File: config.mk
export PLATFORM = sky130hd
export DESIGN_NAME = excl_load_unit
export DESIGN_NICKNAME = d
export VERILOG_FILES = /design/src/rtl/excl_pkg.sv /design/src/rtl/excl_decode.sv /design/src/rtl/excl_monitor.sv /design/src/rtl/excl_load_unit.sv
export SDC_FILE = /design/constraint.sdc
export NUM_CORES = 1
export LEC_CHECK = 0
export BUFFER_PORTS_ARGS = -buffer_cell sky130_fd_sc_hd__buf_2
export CORE_AREA = 2 2 171 173
export DETAILED_ROUTE_END_ITERATION = 7
export DIE_AREA = 0 0 173 175
export PLACE_DENSITY_LB_ADDON = 0.05
export SYNTH_ARGS = -nofsm -noshare
export SYNTH_HDL_FRONTEND = slang
export SYNTH_HIERARCHICAL = 1
export SYNTH_SLANG_ARGS = --single-unit
File: constraint.sdc
create_clock -name clk -period 5.5 [get_ports clk]
set_input_delay 0.55 -clock clk [delete_from_list [all_inputs] [get_ports clk]]
set_output_delay 0.55 -clock clk [all_outputs]
set_load 0.03 [all_outputs]
File: src/rtl/excl_pkg.sv
package excl_pkg;

    localparam logic [31:0] LDX_MASK  = 32'hBFFF_FC00;
    localparam logic [31:0] LDX_MATCH = 32'h885F_FC00;
    localparam int          WIDE_BIT  = 30;
    localparam logic [4:0]  SP_INDEX  = 5'd31;

    typedef enum logic [1:0] {
        XS_IDLE,
        XS_REQ,
        XS_WAIT,
        XS_WB
    } xstate_e;

    typedef struct packed {
        logic       hit;
        logic       wide;
        logic       fault;
        logic [4:0] rd;
    } xop_t;

    function automatic logic is_ldx(input logic [31:0] w);
        return (w & LDX_MASK) == LDX_MATCH;
    endfunction

    function automatic logic size_aligned(input logic [2:0] lo, input logic wide);
        return wide ? (lo == 3'b000) : (lo[1:0] == 2'b00);
    endfunction

endpackage

File: src/rtl/excl_decode.sv
module excl_decode
    import excl_pkg::*;
#(
    parameter int XLEN        = 64,
    parameter int SP_ALIGN_LG = 4
) (
    input  logic [31:0]     insn,
    input  logic [XLEN-1:0] gpr_base,
    input  logic [XLEN-1:0] sp_val,
    output xop_t            op,
    output logic [XLEN-1:0] addr
);
    logic [4:0] rn;
    logic       use_sp;

    always_comb begin
        rn       = insn[9:5];
        use_sp   = (rn == SP_INDEX);
        op.hit   = is_ldx(insn);
        op.wide  = insn[WIDE_BIT];
        op.rd    = insn[4:0];
        op.fault = use_sp && (sp_val[SP_ALIGN_LG-1:0] != '0);
        addr     = use_sp ? sp_val : gpr_base;
    end

endmodule

File: src/rtl/excl_monitor.sv
module excl_monitor
    import excl_pkg::*;
#(
    parameter int AW = 64
) (
    input  logic          clk,
    input  logic          rst,
    input  logic          clr,
    input  logic          arm_en,
    input  logic [AW-1:0] arm_addr,
    input  logic          arm_wide,
    input  logic          chk_en,
    input  logic [AW-1:0] chk_addr,
    input  logic          chk_wide,
    output logic          chk_ok
);
    logic          armed;
    logic [AW-1:0] res_addr;
    logic          res_wide;

    always_ff @(posedge clk) begin
        if (rst || clr) begin
            armed    <= 1'b0;
            res_addr <= '0;
            res_wide <= 1'b0;
        end else if (arm_en) begin
            armed    <= size_aligned(arm_addr[2:0], arm_wide);
            res_addr <= arm_addr;
            res_wide <= arm_wide;
        end else if (chk_en) begin
            armed <= 1'b0;
        end
    end

    assign chk_ok = chk_en && armed && (chk_addr == res_addr) && (chk_wide == res_wide);

endmodule

File: src/rtl/excl_load_unit.sv
module excl_load_unit
    import excl_pkg::*;
#(
    parameter int XLEN        = 64,
    parameter int SP_ALIGN_LG = 4
) (
    input  logic            clk,
    input  logic            rst,
    input  logic            op_valid,
    output logic            op_ready,
    input  logic [31:0]     op_insn,
    input  logic [XLEN-1:0] op_gpr_base,
    input  logic [XLEN-1:0] op_sp,
    output logic            op_hit,
    output logic            fault_align,
    output logic            busy,
    output logic            younger_hold,
    output logic            mreq_valid,
    input  logic            mreq_ready,
    output logic [XLEN-1:0] mreq_addr,
    output logic            mreq_size8,
    input  logic            mrsp_valid,
    input  logic [XLEN-1:0] mrsp_data,
    output logic            wb_valid,
    output logic [4:0]      wb_idx,
    output logic [XLEN-1:0] wb_data,
    input  logic            clr_mon,
    input  logic            sx_valid,
    input  logic [XLEN-1:0] sx_addr,
    input  logic            sx_size8,
    output logic            sx_ok
);
    localparam int HALF = 32;

    xop_t            dec;
    logic [XLEN-1:0] dec_addr;
    xstate_e         state;
    logic [XLEN-1:0] cur_addr;
    logic            cur_wide;
    logic [4:0]      cur_rd;
    logic [XLEN-1:0] data_q;
    logic            fault_q;
    logic            try_take;
    logic            accept;
    logic            arm_fire;

    excl_decode #(.XLEN(XLEN), .SP_ALIGN_LG(SP_ALIGN_LG)) u_dec (
        .insn     (op_insn),
        .gpr_base (op_gpr_base),
        .sp_val   (op_sp),
        .op       (dec),
        .addr     (dec_addr)
    );

    assign try_take = op_valid && op_ready && dec.hit;
    assign accept   = try_take && !dec.fault;
    assign arm_fire = (state == XS_REQ) && mreq_ready;

    always_ff @(posedge clk) begin
        if (rst) begin
            state    <= XS_IDLE;
            cur_addr <= '0;
            cur_wide <= 1'b0;
            cur_rd   <= '0;
            data_q   <= '0;
            fault_q  <= 1'b0;
        end else begin
            fault_q <= try_take && dec.fault;
            unique case (state)
                XS_IDLE: if (accept) begin
                    state    <= XS_REQ;
                    cur_addr <= dec_addr;
                    cur_wide <= dec.wide;
                    cur_rd   <= dec.rd;
                end
                XS_REQ:  if (mreq_ready) state <= XS_WAIT;
                XS_WAIT: if (mrsp_valid) begin
                    state  <= XS_WB;
                    data_q <= mrsp_data;
                end
                XS_WB:   state <= XS_IDLE;
                default: state <= XS_IDLE;
            endcase
        end
    end

    assign op_ready     = (state == XS_IDLE);
    assign busy         = !op_ready;
    assign op_hit       = op_valid && dec.hit;
    assign fault_align  = fault_q;
    assign younger_hold = (state == XS_REQ) || (state == XS_WAIT);
    assign mreq_valid   = (state == XS_REQ);
    assign mreq_addr    = cur_addr;
    assign mreq_size8   = cur_wide;
    assign wb_valid     = (state == XS_WB);
    assign wb_idx       = cur_rd;
    assign wb_data      = cur_wide ? data_q : {{(XLEN-HALF){1'b0}}, data_q[HALF-1:0]};

    excl_monitor #(.AW(XLEN)) u_mon (
        .clk      (clk),
        .rst      (rst),
        .clr      (clr_mon),
        .arm_en   (arm_fire),
        .arm_addr (cur_addr),
        .arm_wide (cur_wide),
        .chk_en   (sx_valid),
        .chk_addr (sx_addr),
        .chk_wide (sx_size8),
        .chk_ok   (sx_ok)
    );

endmodule

### Word-level counts from Yosys, hierarchy flattened

Cells that the tools add are included.

| word-level totals | value |
|---|---|
| bits in registers | 203 |
| input port bits | 296 |
| output and inout port bits | 142 |
| logic and storage cells | 50 |

| cells by class | value |
|---|---|
| equal/unequal tests | 10 |
| multiplexer cells | 9 |
| reductions and logical operators | 22 |

Operator list:

| operator | count |
|---|---|
| 64-bit 2-to-1 mux | 2 |
| 64-bit == test | 1 |
| 21-bit == test, second input constant | 1 |
| 1-bit logical AND | 10 |
| 2-bit one-hot mux with 4 select lines | 1 |
| 2-bit 2-to-1 mux | 3 |
| 5-bit == test, second input constant | 1 |
| 2-bit == test, second input constant | 2 |
| 2-bit zero test | 2 |
| 2-bit by 1-bit != test with 1-bit output, second input constant | 2 |
| 2-bit AND reduction | 2 |
| 4-bit nonzero test | 1 |
| 3-bit zero test | 1 |
| 1-bit 2-to-1 mux | 3 |
| 3-bit AND reduction | 1 |
| 2-bit by 1-bit == test with 1-bit output, second input constant | 1 |
| 1-bit zero test | 2 |
| 1-bit logical OR | 2 |
| 2-bit != test, second input constant | 1 |
| 2-bit nonzero test | 1 |
| 1-bit == test | 1 |

### Depth between registers and ports, before layout

| depth | value |
|---|---|
| depth in word-level cells | 6 |
| depth in mapped cells | 10 |
| mapped depth without buffers | 6 |

### By module

The synthesis kept the hierarchy.

Modules (own cells, without submodules):

| module | times used | cells each | area each (um^2) | sequential area each (um^2) |
|---|---|---|---|---|
| excl_load_unit | 1 | 672 | 5800.6 | 2742.6 |
| excl_monitor | 1 | 313 | 3061.7 | 1321.3 |
| excl_decode | 1 | 89 | 1098.6 | 0.0 |

### Worst setup path before layout

OpenSTA, ideal clock, no wires.

| path | value |
|---|---|
| path type | input-to-output |
| from | in op_insn[25] |
| to | out op_hit |
| arrival | 1.741 ns |
| required time | 4.950 ns |
| setup slack | 3.209 ns |
| cell stages on the path | 4 |
| buffers on the path | 0 |
| path through | nor4b_1 nand3_1 nor4_1 and2_1 |

RTL lines:

| element | line | RTL |
|---|---|---|
| from (decl) | excl_load_unit.sv:11 | `input logic [31:0] op_insn,` |
| to (decl) | excl_load_unit.sv:14 | `output logic op_hit,` |

==> PnR_summary.wiki <==
{| class="wikitable"
! Metric !! Value
|-
| Measured slew at the worst slew-check pin || 0.982 ns
|-
| Final routed wirelength across all metal layers || 32.5 mm
|-
| Mean Syn Cell Area || 9.27 µm²
|-
| Area of the mapped netlist || 9960 µm²
|-
| Number of flops mapped to enable cells by yosys || 0
|-
| Ranking of synthesized cells by instance count || sky130_fd_sc_hd__dfxtp_1, sky130_fd_sc_hd__nand2_1, sky130_fd_sc_hd__a21oi_2, sky130_fd_sc_hd__nand2_2, sky130_fd_sc_hd__nor2_1
|-
| Data required time at the worst endpoint || 5.93 ns
|-
| Number of unique standard cell types used by synthesis || 44
|-
| Wire length of the first global-routing pass || 49.0 mm
|-
| Most area-hungry cell type in the Yosys netlist || sky130_fd_sc_hd__dfxtp_1
|-
| Unrepaired setup endpoints after global routing || no
|-
| TritonCTS clock tree || done
|-
| Final max-slew violation count || 0
|-
| Post-synth top flop || sky130_fd_sc_hd__dfxtp_1
|-
| Final design utilization || 0.448
|-
| Worst endpoint data arrival time || 3.23 ns
|-
| Detailed-route wire length per cell || 17.6 µm
|-
| Detailed-route DRC error count || 0
|-
| Sequential fraction of the synthesis area || 0.408
|-
| Hold Slack || 0.271 ns
|-
| Most frequently used cell type in the post-synthesis netlist || sky130_fd_sc_hd__dfxtp_1
|-
| X dimension of the die || 173 µm
|-
| Filler cells || 2914
|-
| Layout cells sized above 1 || 0.476
|-
| DR vias || 8427
|-
| Leakage || 5.33 nW
|-
| Result of the run || complete, no violations
|-
| H-tree depth || 1
|-
| Weighted congestion at the end of routability-driven global placement || 0.769
|-
| Placeable core region || 28400 µm²
|-
| Clock buffers created by TritonCTS || 23
|-
| Clk sinks || 203
|-
| Setup Skew || 0.0192 ns
|-
| Via-to-Cell Ratio || 4.57
|-
| Minimum clock period || 2.81 ns
|-
| Sequential Area || 4060 µm²
|-
| Vias in the first global route || 8188
|-
| Number of placement rows || 62
|-
| Synth top area share || 0.408
|-
| Overflow left after global routing || 0
|-
| Normalized max-slew margin || 0.345
|-
| Post-Syn Nets || 1374
|-
| Final net count || 1739
|-
| Worst min path class || in2reg
|-
| Max-Cap Viols || 0
|-
| Number of DRC markers after the initial detailed-route iteration || 412
|-
| Setup TNS || 0 ns
|-
| Power consumption || 3.19 mW
|-
| Root Buffer Master || sky130_fd_sc_hd__clkbuf_16
|-
| Fin. Hold Viols || 0
|-
| Post-detailed-route count of antenna-violating nets || 0
|-
| Pwr per Cell Area || 251 nW/µm²
|-
| Multi-input logic area || 5120 µm²
|-
| Peak ir drop on the vdd network || 157 µV
|-
| Top post-synthesis cells by area || sky130_fd_sc_hd__dfxtp_1, sky130_fd_sc_hd__nand2_1, sky130_fd_sc_hd__mux2_4
|-
| Top-level I/O count || 438
|-
| Setup fix buffers added after clock tree synthesis || 0
|-
| Final number of setup-violating endpoints || 0
|-
| Post-CTS Resized || 0
|-
| Number of antenna violations at the first check in global routing || 15
|-
| Area delta synth->final || 27.6%
|-
| Flip-flop and latch count after synthesis || 203
|-
| Yosys warns || 6
|-
| Half-perimeter wire length after detailed placement || 24.5 mm
|-
| Gate count after technology mapping || 1074
|-
| Die height || 175 µm
|-
| TritonRoute pass-1 iters || 5
|-
| Critical path start-end classification || in2reg
|-
| Share of the clock period used by the worst path after layout || 0.510
|-
| Async SR Flop Fraction || 0
|-
| Critical-path maximum fanout || 32
|-
| Largest net degree at the start of global routing || 81
|-
| Area of the die || 30300 µm²
|-
| Max Clock Freq || 0.356 GHz
|-
| Insertion delay to the later sink of the worst-skew pair || 0.51 ns
|-
| Clk slew on worst S/H paths || 0.06 ns
|-
| CTS Hold Bufs || 0
|-
| Initial standard-cell utilization of the core || 0.351
|-
| All-Layer GR Usage || 0.207
|-
| Crit path capture type || flop
|-
| Port bufs || 437
|-
| Startpoint class of the critical path || input port
|-
| Maximum count of clock buffers along a single path || 3
|}
## placed cells by master (no fill, tap or decap), types with 4 or more instances in the layout
cell,n
sky130_fd_sc_hd__buf_2,436
sky130_fd_sc_hd__dfxtp_1,203
sky130_fd_sc_hd__nand2_1,198
sky130_fd_sc_hd__nand2_2,71
sky130_fd_sc_hd__a21oi_2,70
sky130_fd_sc_hd__nor2_1,69
sky130_fd_sc_hd__mux2i_1,66
sky130_fd_sc_hd__a21oi_1,65
sky130_fd_sc_hd__mux2_4,49
sky130_fd_sc_hd__xnor2_1,46
sky130_fd_sc_hd__and2_1,33
sky130_fd_sc_hd__clkbuf_16,23
sky130_fd_sc_hd__mux2_2,15
sky130_fd_sc_hd__nand4_1,14
sky130_fd_sc_hd__inv_1,13
sky130_fd_sc_hd__xor2_1,10
sky130_fd_sc_hd__buf_4,9
sky130_fd_sc_hd__diode_2,8
sky130_fd_sc_hd__clkbuf_1,7
sky130_fd_sc_hd__nor4_1,7
sky130_fd_sc_hd__nand3_1,5
sky130_fd_sc_hd__ha_1,4
sky130_fd_sc_hd__o22ai_1,4
## final cells by class
cell class | instances | share of cell area
flip-flops and latches | 203 | 0.320
clock buffers | 32 | 0.0495
diodes | 8 | 0.00158
multi-input cells | 752 | 0.403
well taps | 384 | 0.0378
inverters | 13 | 0.00384
clock inverters | 6 | 0.00660
repair buffers | 446 | 0.178
## power breakdown
group          total [mW]  internal [mW]  switching [mW]  leakage (nW)
Combinational       0.230          0.129           0.101          3.34
Clock                1.49          0.887           0.602         0.351
Sequential           1.47           1.47     0.000000380          1.63
## flip-flops by register name, summed over array words and instances, names as in the netlist
register        flops
data_q             64
mreq_addr          64
u_mon/res_addr     64
wb_idx              5
state               2
fault_align         1
mreq_size8          1
u_mon/armed         1
u_mon/res_wide      1
## routing by layer
layer,global-route usage,wire (µm)
met5,0,58
met2,0.375,16300
met3,0.0638,2580
met1,0.241,13200
met4,0.0417,389
## stage by stage
step	setup WS, ns	cell area, µm²	instances
after global placement	2.18	12000	1798
after CTS	2.66	12700	1836
after global routing	2.44	12700	1841
after detailed placement	2.14	12000	1798
final	2.69	12700	1844
after floorplan	3.21	9960	1074
## path summary, 6_finish.rpt
kind,startpoint,end,slack (ns),cells past startpoint
max,op_insn[25],mreq_addr[9],2.69,8
min,mrsp_data[5],data_q[5],0.27,3
max reg2reg,state[0],mreq_addr[9],3.12,6
min reg2reg,data_q[55],data_q[55],0.45,2
## worst max-delay path: stages
cell and delay [ns]:
sky130_fd_sc_hd__buf_2 0.12, sky130_fd_sc_hd__nor4b_1 0.29, sky130_fd_sc_hd__nand3_1 0.12, sky130_fd_sc_hd__nor4_1 0.63, sky130_fd_sc_hd__and4b_4 0.81, sky130_fd_sc_hd__buf_4 0.45
sky130_fd_sc_hd__nand2_2 0.10, sky130_fd_sc_hd__a21oi_2 0.11
## cell families (layout without fill, tap and decap cells)
kind of cell,Yosys count,count (layout),share of synthesized area
XOR/XNOR,56,56,0.0492
buffers and inverters,119,497,0.0804
flip-flops,203,203,0.408
AND/OR/NAND/NOR,416,416,0.197
multiplexers,130,130,0.157
other,0,8,0
AO/OA/AOI/OAI,146,146,0.103
adder cells (fa/ha/maj),4,4,0.00502
Note: power is estimated with default switching activity, not from simulation.
